$ cat src/rtl/ipv4fp_pkg.sv
package ipv4fp_pkg;

   localparam int HDR_BITS  = 160;
   localparam int HDR_HALFS = HDR_BITS / 16;

   typedef enum logic [2:0] {
      RSN_OK    = 3'd0,
      RSN_VER   = 3'd1,
      RSN_LEN   = 3'd2,
      RSN_OPT   = 3'd3,
      RSN_MCAST = 3'd4,
      RSN_TTL   = 3'd5,
      RSN_FRAG  = 3'd6
   } fp_reason_e;

   // folded ones'-complement sum of all 16-bit words of a header
   function automatic logic [15:0] ones_fold(input logic [HDR_BITS-1:0] h);
      logic [31:0] s;
      s = 32'd0;
      for (int i = 0; i < HDR_HALFS; i++) begin
         s = s + {16'd0, h[HDR_BITS-1-16*i -: 16]};
      end
      s = {16'd0, s[15:0]} + {16'd0, s[31:16]};
      s = {16'd0, s[15:0]} + {16'd0, s[31:16]};
      return s[15:0];
   endfunction

endpackage

$ cat src/rtl/ipv4fp_collect.sv
module ipv4fp_collect
   import ipv4fp_pkg::*;
#(
   parameter int W = 32
) (
   input  logic                clk,
   input  logic                rst_n,
   input  logic                in_valid,
   input  logic [W-1:0]        in_data,
   input  logic                in_local,
   input  logic                blocked,
   input  logic                take,
   output logic                in_ready,
   output logic                full,
   output logic [HDR_BITS-1:0] hdr,
   output logic                local_o
);

   localparam int NWORDS = HDR_BITS / W;
   localparam int CNT_W  = (NWORDS > 1) ? $clog2(NWORDS) : 1;
   localparam logic [CNT_W-1:0] LAST_IDX = CNT_W'(NWORDS - 1);

   logic [CNT_W-1:0]    cnt;
   logic [HDR_BITS-1:0] hdr_r;
   logic                full_r;
   logic                local_r;
   logic                acc;
   logic                last;

   initial begin
      assert (W >= 8 && (HDR_BITS % W) == 0)
         else $error("ipv4fp_collect: W must divide the header width");
   end

   assign in_ready = !full_r && !blocked;
   assign acc      = in_valid && in_ready;
   assign last     = (cnt == LAST_IDX);

   always_ff @(posedge clk) begin
      if (!rst_n) begin
         cnt     <= '0;
         full_r  <= 1'b0;
         local_r <= 1'b0;
      end else begin
         if (acc) begin
            cnt <= last ? '0 : cnt + 1'b1;
            if (last) begin
               full_r  <= 1'b1;
               local_r <= in_local;
            end
         end
         if (take) full_r <= 1'b0;
      end
   end

   generate
      if (NWORDS == 1) begin : g_whole
         always_ff @(posedge clk) begin
            if (!rst_n)   hdr_r <= '0;
            else if (acc) hdr_r <= in_data;
         end
      end else begin : g_shift
         always_ff @(posedge clk) begin
            if (!rst_n)   hdr_r <= '0;
            else if (acc) hdr_r <= {hdr_r[HDR_BITS-W-1:0], in_data};
         end
      end
   endgenerate

   assign full    = full_r;
   assign hdr     = hdr_r;
   assign local_o = local_r;


   cnt_range_chk: assert property (@(posedge clk) disable iff (!rst_n)
      cnt <= LAST_IDX);


   take_only_full_chk: assert property (@(posedge clk) disable iff (!rst_n)
      take |-> full_r);

endmodule

$ cat src/rtl/ipv4fp_check.sv
module ipv4fp_check
   import ipv4fp_pkg::*;
#(
   parameter int MTU = 1500
) (
   input  logic [3:0]  ver,
   input  logic [3:0]  ihl,
   input  logic [15:0] tlen,
   input  logic [7:0]  ttl,
   input  logic [3:0]  dst_top,
   input  logic        is_local,
   output fp_reason_e  reason,
   output logic        fast
);

   localparam logic [15:0] MTU16 = 16'(MTU);

   initial begin
      assert (MTU >= 20 && MTU <= 65535)
         else $error("ipv4fp_check: MTU out of range");
   end

   logic bad_ver, bad_len, has_opt, is_mcast, too_big, ttl_dead;

   always_comb begin
      bad_ver  = (ver != 4'd4);
      bad_len  = (ihl < 4'd5) || (tlen < {10'd0, ihl, 2'b00});
      has_opt  = (ihl > 4'd5);
      is_mcast = (dst_top == 4'hE);
      too_big  = (tlen > MTU16);
      ttl_dead = !is_local && (ttl <= 8'd1);

      if (bad_ver)       reason = RSN_VER;
      else if (bad_len)  reason = RSN_LEN;
      else if (has_opt)  reason = RSN_OPT;
      else if (is_mcast) reason = RSN_MCAST;
      else if (too_big)  reason = RSN_FRAG;
      else if (ttl_dead) reason = RSN_TTL;
      else               reason = RSN_OK;

      fast = (reason == RSN_OK);
   end


   ttl_local_chk: assert final ((reason != RSN_TTL) || !is_local);

endmodule

$ cat src/rtl/ipv4fp_csum.sv
module ipv4fp_csum
   import ipv4fp_pkg::*;
(
   input  logic [HDR_BITS-1:0] hdr_zeroed,
   output logic [15:0]         csum
);

   localparam int ACC_W = 16 + $clog2(HDR_HALFS + 1);

   logic [ACC_W-1:0] acc [0:HDR_HALFS];
   logic [16:0]      f1;
   logic [15:0]      f2;

   assign acc[0] = '0;

   generate
      for (genvar i = 0; i < HDR_HALFS; i++) begin : g_add
         assign acc[i+1] = acc[i] + ACC_W'(hdr_zeroed[HDR_BITS-1-16*i -: 16]);
      end
   endgenerate

   assign f1   = {1'b0, acc[HDR_HALFS][15:0]} + 17'(acc[HDR_HALFS][ACC_W-1:16]);
   assign f2   = f1[15:0] + {15'd0, f1[16]};
   assign csum = ~f2;

endmodule

$ cat src/rtl/ipv4_fastpath.sv
module ipv4_fastpath
   import ipv4fp_pkg::*;
#(
   parameter int W   = 32,
   parameter int MTU = 1500
) (
   input  logic                clk,
   input  logic                rst_n,
   input  logic                in_valid,
   output logic                in_ready,
   input  logic [W-1:0]        in_data,
   input  logic                in_local,
   output logic                out_valid,
   input  logic                out_ready,
   output logic [HDR_BITS-1:0] out_hdr,
   output logic                out_fast,
   output logic [2:0]          out_reason
);

   logic                full, take, is_local, fast;
   logic [HDR_BITS-1:0] hdr, mod_hdr;
   logic [7:0]          ttl_in, ttl_new;
   logic [15:0]         csum;
   fp_reason_e          reason;

   ipv4fp_collect #(.W(W)) u_collect (
      .clk      (clk),
      .rst_n    (rst_n),
      .in_valid (in_valid),
      .in_data  (in_data),
      .in_local (in_local),
      .blocked  (out_valid),
      .take     (take),
      .in_ready (in_ready),
      .full     (full),
      .hdr      (hdr),
      .local_o  (is_local)
   );

   assign ttl_in = hdr[95:88];

   ipv4fp_check #(.MTU(MTU)) u_check (
      .ver      (hdr[159:156]),
      .ihl      (hdr[155:152]),
      .tlen     (hdr[143:128]),
      .ttl      (ttl_in),
      .dst_top  (hdr[31:28]),
      .is_local (is_local),
      .reason   (reason),
      .fast     (fast)
   );

   assign ttl_new = is_local ? ttl_in : ttl_in - 8'd1;
   assign mod_hdr = {hdr[159:96], ttl_new, hdr[87:80], 16'd0, hdr[63:0]};

   ipv4fp_csum u_csum (
      .hdr_zeroed (mod_hdr),
      .csum       (csum)
   );

   assign take = full && !out_valid;

   always_ff @(posedge clk) begin
      if (!rst_n) begin
         out_valid  <= 1'b0;
         out_hdr    <= '0;
         out_fast   <= 1'b0;
         out_reason <= 3'd0;
      end else if (take) begin
         out_valid  <= 1'b1;
         out_hdr    <= fast ? {mod_hdr[159:80], csum, mod_hdr[63:0]} : hdr;
         out_fast   <= fast;
         out_reason <= reason;
      end else if (out_valid && out_ready) begin
         out_valid  <= 1'b0;
      end
   end


   hold_chk: assert property (@(posedge clk) disable iff (!rst_n)
      out_valid && !out_ready |=> out_valid && $stable(out_hdr)
                                  && $stable(out_fast) && $stable(out_reason));


   busy_chk: assert property (@(posedge clk) disable iff (!rst_n)
      out_valid |-> !in_ready);


   csum_ok_chk: assert property (@(posedge clk) disable iff (!rst_n)
      out_valid && out_fast |-> ones_fold(out_hdr) == 16'hFFFF);


   fast_hdr_chk: assert property (@(posedge clk) disable iff (!rst_n)
      out_valid && out_fast |-> out_hdr[159:156] == 4'd4 && out_hdr[155:152] == 4'd5);


   fast_mcast_chk: assert property (@(posedge clk) disable iff (!rst_n)
      out_valid && out_fast |-> out_hdr[31:28] != 4'hE);


   reason_fast_chk: assert property (@(posedge clk) disable iff (!rst_n)
      out_valid |-> out_fast == (out_reason == 3'd0));

endmodule

$ cat config.mk
export PLATFORM = sky130hd
export DESIGN_NAME = ipv4_fastpath
export DESIGN_NICKNAME = d
export VERILOG_FILES = /design/src/rtl/ipv4fp_pkg.sv /design/src/rtl/ipv4fp_collect.sv /design/src/rtl/ipv4fp_check.sv /design/src/rtl/ipv4fp_csum.sv /design/src/rtl/ipv4_fastpath.sv
export SDC_FILE = /design/constraint.sdc
export NUM_CORES = 1
export LEC_CHECK = 0
export BUFFER_PORTS_ARGS = -buffer_cell sky130_fd_sc_hd__buf_4
export CORE_UTILIZATION = 46
export DETAILED_ROUTE_END_ITERATION = 6
export PLACE_DENSITY = 0.65
export SYNTH_ARGS = -nofsm -noshare
export SYNTH_HDL_FRONTEND = slang
export SYNTH_HIERARCHICAL = 1
export SYNTH_SLANG_ARGS = --single-unit
$ cat constraint.sdc
create_clock -name clk -period 26 [get_ports clk]
set_clock_uncertainty 0.1 [all_clocks]
set_input_delay 2.6 -clock clk [delete_from_list [all_inputs] [get_ports clk]]
set_output_delay 2.6 -clock clk [all_outputs]
set_load 0.05 [all_outputs]
### Word level (Yosys, flattened, before mapping)

Cells that the tools add are included.

* add/sub/neg operators: 12
* order comparisons: 5
* reductions and logical operators: 13
* eq/ne operators: 3
* muxes and demuxes: 11
* bitwise gates (word level): 2

Operator list (count)
* $add A20 B16 Y20: 6
* $mux W96: 1
* $mux W3: 7
* $add A17 B16 Y18: 1
* $add A16 B16 Y17: 1
* $add A16 B4 Y17: 1
* $add A16 B1 Y16: 1
* $gt A16 B11 Y1 const B: 1
* $lt A16 B6 Y1: 1
* $not A16 Y16: 1
* $le A8 B1 Y1 const B: 1
* $mux W8: 1
* $sub A8 B1 Y8 const B: 1
* $logic_and A1 B1 Y1: 5
* $eq A4 B4 Y1 const B: 1
* $gt A4 B3 Y1 const B: 1
* $lt A4 B3 Y1 const B: 1
* $ne A4 B3 Y1 const B: 1
* $add A3 B1 Y3 const B: 1
* $eq A3 B3 Y1 const B: 1
* $logic_not A1 Y1: 3
* $logic_not A3 Y1: 1
* $mux W1: 2
* $reduce_and A2 Y1: 1
* 4 further kinds: 4

* flip-flop bits (word level): 330
* input port bits: 37

### Depth between registers and ports, before layout

* depth in word-level cells: 12
* depth in mapped cells: 42
* mapped depth without buffers: 41

### By module

The synthesis kept the hierarchy.

Modules (own cells, without submodules)
* ipv4fp_collect: seq. area each 3303.2 um^2, area each 6264.8 um^2, cells each 723, instances 1
* ipv4_fastpath: seq. area each 3303.2 um^2, area each 6055.8 um^2, cells each 757, instances 1
* ipv4fp_csum: seq. area each 0.0 um^2, area each 4710.8 um^2, cells each 471, instances 1
* ipv4fp_check: seq. area each 0.0 um^2, area each 290.3 um^2, cells each 42, instances 1

### Worst setup path before layout

Ideal clock, no wire load.

* path type: register -> register
* from: register u_collect.hdr_r[88], in the netlist u_collect/hdr[88]
* to: register out_hdr[79]
* library setup time: 0.086 ns
* path slack: 17.216 ns
* clock period less this slack: 8.784 ns
* arrival: 8.598 ns
* data required time: 25.814 ns
* cell stages (with the launch flop): 42
* cell sequence: dfxtp_1 > inv_1 > ha_1 > or2_2 > nand2_1 > fa_1 > fa_1 > fa_1 > fa_1 > inv_1 > fa_1 > inv_1 > ha_1 > buf_2 > a21oi_1 > o21ai_1 > a311o_1 > a31o_1 > [6 not listed] > inv_1 > fa_1 > nor2b_1 > o21ai_0 > nand2b_1 > and3_1 > and4_4 > nand2_1 > nor3_1 > ha_1 > and3_1 > nand3_1 > nor2_1 > o211ai_4 > nor4b_4 > xnor2_1 > mux2i_1 > a211oi_1

* longest elaborated chain between the ends: 11

RTL lines
* start: declaration: line ipv4fp_collect.sv:24 `logic [HDR_BITS-1:0] hdr_r;`
* start signal: assignment: line ipv4fp_collect.sv:65 `else if (acc) hdr_r <= {hdr_r[HDR_BITS-W-1:0], in_data};`
* $sub A8 B1 Y8: line ipv4_fastpath.sv:53 `assign ttl_new = is_local ? ttl_in : ttl_in - 8'd1;`
* $mux W8: line ipv4_fastpath.sv:53
* net ttl_new[1]: line ipv4_fastpath.sv:22 `logic [7:0] ttl_in, ttl_new;`
* $add A20 B16 Y20 (5 in series): line ipv4fp_csum.sv:18 `assign acc[i+1] = acc[i] + ACC_W'(hdr_zeroed[HDR_BITS-1-16*i -: 16]);`
* $add A16 B4 Y17: line ipv4fp_csum.sv:22 `assign f1 = {1'b0, acc[HDR_HALFS][15:0]} + 17'(acc[HDR_HALFS][ACC_W-1:16]);`
* $add A16 B1 Y16: line ipv4fp_csum.sv:23 `assign f2 = f1[15:0] + {15'd0, f1[16]};`
* $not A16 Y16: line ipv4fp_csum.sv:24 `assign csum = ~f2;`
* net csum[15]: line ipv4_fastpath.sv:23 `logic [15:0] csum;`
* $mux W96: line ipv4_fastpath.sv:71 `out_hdr <= fast ? {mod_hdr[159:80], csum, mod_hdr[63:0]} : hdr;`
* end signal: assignment: line ipv4_fastpath.sv:71
* end: declaration: line ipv4_fastpath.sv:15 `output logic [HDR_BITS-1:0] out_hdr,`

The timed path passes the listed nets, and every way through them passes these cells.
A chain may end at the register's enable or synchronous reset.

### Worst setup path in the final report

Same ends and word-level chain as after synthesis.

==> impl_metrics.ini <==
[status]
status = finished, final reports clean

[global_routing]
track_usage_pct = 26.8
grt_pass1_wl_um = 78700
antenna_found_initial = 0
grt_max_degree = 104
grt_overflow = 0
grt_pass1_vias = 13380

[cts]
cts.reportedPaths.clkPinSlew_ns = 0.06
cts_setup_buffers = 0
clkLatencyLatePin_ns = 0.53
cts_tree = yes
clock_path_buffers = 3
cts_resized = 0
numCtsBuffers = 37
h-tree-depth = 2
cts_hold_buf = 0
cts.sinks = 330
root_buffer = clkbuf_16

[detailed_routing]
wl_per_cell_um = 19.3
first_pass_iters = 5
drt_iter0_drc = 1035
drt_wl_total_um = 51500
vias_per_cell = 5.23
num_vias = 13956
drtAntennaViolNets = 0
drc = 0

[setup_path]
critPathKind = flop to flop
startpoint_type = flop
crit_path_max_incr_delay_ns = 0.55
required_ns = 26.33
worstPathMaxFanout = 8
path_buf_inv = 4
critPathSlowestCell = fa_1
crit_top_cell = fa_1
r2r_cells = 40
crit_arrival_ns = 9.89
cp_top_family = adder cells
critPathCaptureType = flop
path_depth = 40

[power_and_ir_drop]
p_switching_mw = 0.482
total_power_mw = 1.48
p_int_mw = 0.998
p_per_area_nw_per_um2 = 73.3
total_leakage_power_nw = 8.09
pwr-share-seq_pct = 35.2
combPwrFrac_pct = 28.5
ir_drop_mv = 0.0553
switching_share_pct = 32.6
power_frac_clock_pct = 36.3

[sta]
fmax_mhz = 105
period_share_pct = 36.8
setup_viol = 0
rsz0062_at_grt = no
hold_viol_final = 0
post-route-worst-setup-slack_ns = 16.44
drv_slew = 0
tightest_slew_ns = 1.21
relSlewSlack_pct = 19.3
setup_tns_ns = 0
fin_crit_ns = 9.56

[placed_design]
dp_worst_setup_slack_ns = 16.44
place_area_sq_um = 19000
io_buffers = 202
place_congestion = 0.934
dp_hpwl_um = 37800

[die]
die_y_um = 196
start_util_pct = 47.0
die-area_sq_um = 38400
die_w_um = 196
rows = 70
core-area_sq_um = 36900
pin_count = 203

[logic_synthesis]
yosysMostFrequentCell = nand2_1
yosysWarnings = 6
yosys_register_bits = 330
synth-edff-count = 0
yosysSeqAreaShare_pct = 38.1
synth_top_area_share_pct = 38.1
synthTopCellsByArea = dfxtp_1 38%, fa_1 15%, nand2_1 13%
synth_top_cell_by_area = dfxtp_1
syn_inst = 1993
async_flop_share_pct = 0
syn_area_sq_um = 17300
synthTopCellsByCount = 621 x nand2_1, 330 x dfxtp_1, 160 x a21oi_1, 160 x inv_1, 126 x fa_1
ys.flop_type = dfxtp_1
yosysUniqueCellTypes = 86
avgSynthCellArea_sq_um = 8.69

[cells_and_area]
drive_gt1_share_pct = 14.1
area_growth_pct = 16.6
final_area_sq_um = 20200
final_nets = 2343
antenna_cells = 0

[worst_hold_path]
holdPathStages = 2
hold_path.class = flop to flop

[job]
cap_violations = 0
[stage by stage]
| step | std cells | hold WS (ns) | utilization [%] |
|---|---|---|---|
| CTS | 2670 | 0.356 | 54.8 |
| finish | 2670 | 0.353 | 54.8 |
| floorplan | 2008 | 0.343 | - |
| global route | 2670 | 0.368 | 54.8 |
| detailed placement | 2606 | 0.347 | 51.4 |
| global placement | 2606 | 0.345 | 51.4 |
[layer usage]
metal	share of wire (%)	up-vias	track usage (%)
li1	-	6679	-
met1	46	6775	38.1
met2	46	443	42.4
met3	5.6	59	4.06
met4	2.5	0	7.44
met5	0	-	0
[path summary, 6_finish.rpt]
| path | startpoint | to | slack (ns) |
|---|---|---|---|
| worst min-delay path | out_hdr[99] | out_hdr[99] | 0.35 |
| worst min register to register | out_hdr[99] | out_hdr[99] | 0.35 |
| worst max register to register | u_collect/hdr[88] | out_hdr[79] | 16.44 |
| worst max-delay path | u_collect/hdr[88] | out_hdr[79] | 16.44 |
[state kept, by name (all words and copies together), names as in the netlist]
register	flops
out_fast	1
out_hdr	160
out_reason	3
out_valid	1
u_collect/cnt	3
u_collect/full	1
u_collect/hdr	160
u_collect/local_o	1
[power groups by stage]
stage                     clock [mW]  combinational [mW]  sequential, mW
after global routing           0.567               0.464           0.522
after floorplan                    0               0.316           0.529
after global placement             0               0.419           0.533
after CTS                      0.546               0.422           0.521
final                          0.537               0.421           0.521
after detailed placement           0               0.420           0.533
[layout by cell type (no fill, tap or decap), types with 5 or more instances in the layout]
cell type / instances
a211oi_1: 19
a21boi_0: 93
a21boi_1: 69
a21o_1: 6
a21oi_1: 160
and3_1: 7
buf_4: 212
clkbuf_1: 6
clkbuf_16: 38
clkbuf_8: 6
clkinv_2: 8
conb_1: 16
dfxtp_1: 330
fa_1: 126
ha_1: 39
inv_1: 159
mux2i_1: 17
nand2_1: 621
nand3_1: 12
nand4_1: 5
nor2_1: 35
nor3_1: 10
nor4_1: 7
o21ai_0: 17
xnor2_1: 27
xor2_1: 19
[cell families after synthesis]
logic type	synth area share, %
compound gates	15.3
buf+inv	7.31
simple gates	18.0
other cells	0.0216
flops	38.1
mux	0.982
xor+xnor	2.86
fa+ha+maj	17.4
[layout make-up]
| class | instances | area [sq um] |
|---|---|---|
| clock buffer | 50 | 1060 |
| tap | 504 | 631 |
| multi-input combinational | 1399 | 9520 |
| timing repair buffer | 212 | 1590 |
| fill | 3500 | 16700 |
| inverter | 161 | 609 |
| sequential | 330 | 6610 |
| clock inverter | 14 | 184 |
[tightest hold or removal path: stages, from the launching register on]
cell and delay (ns):
dfxtp_1 0.31, nand2_1 0.05, a21oi_1 0.05
No activity file was read; power rests on OpenSTA's default activity.
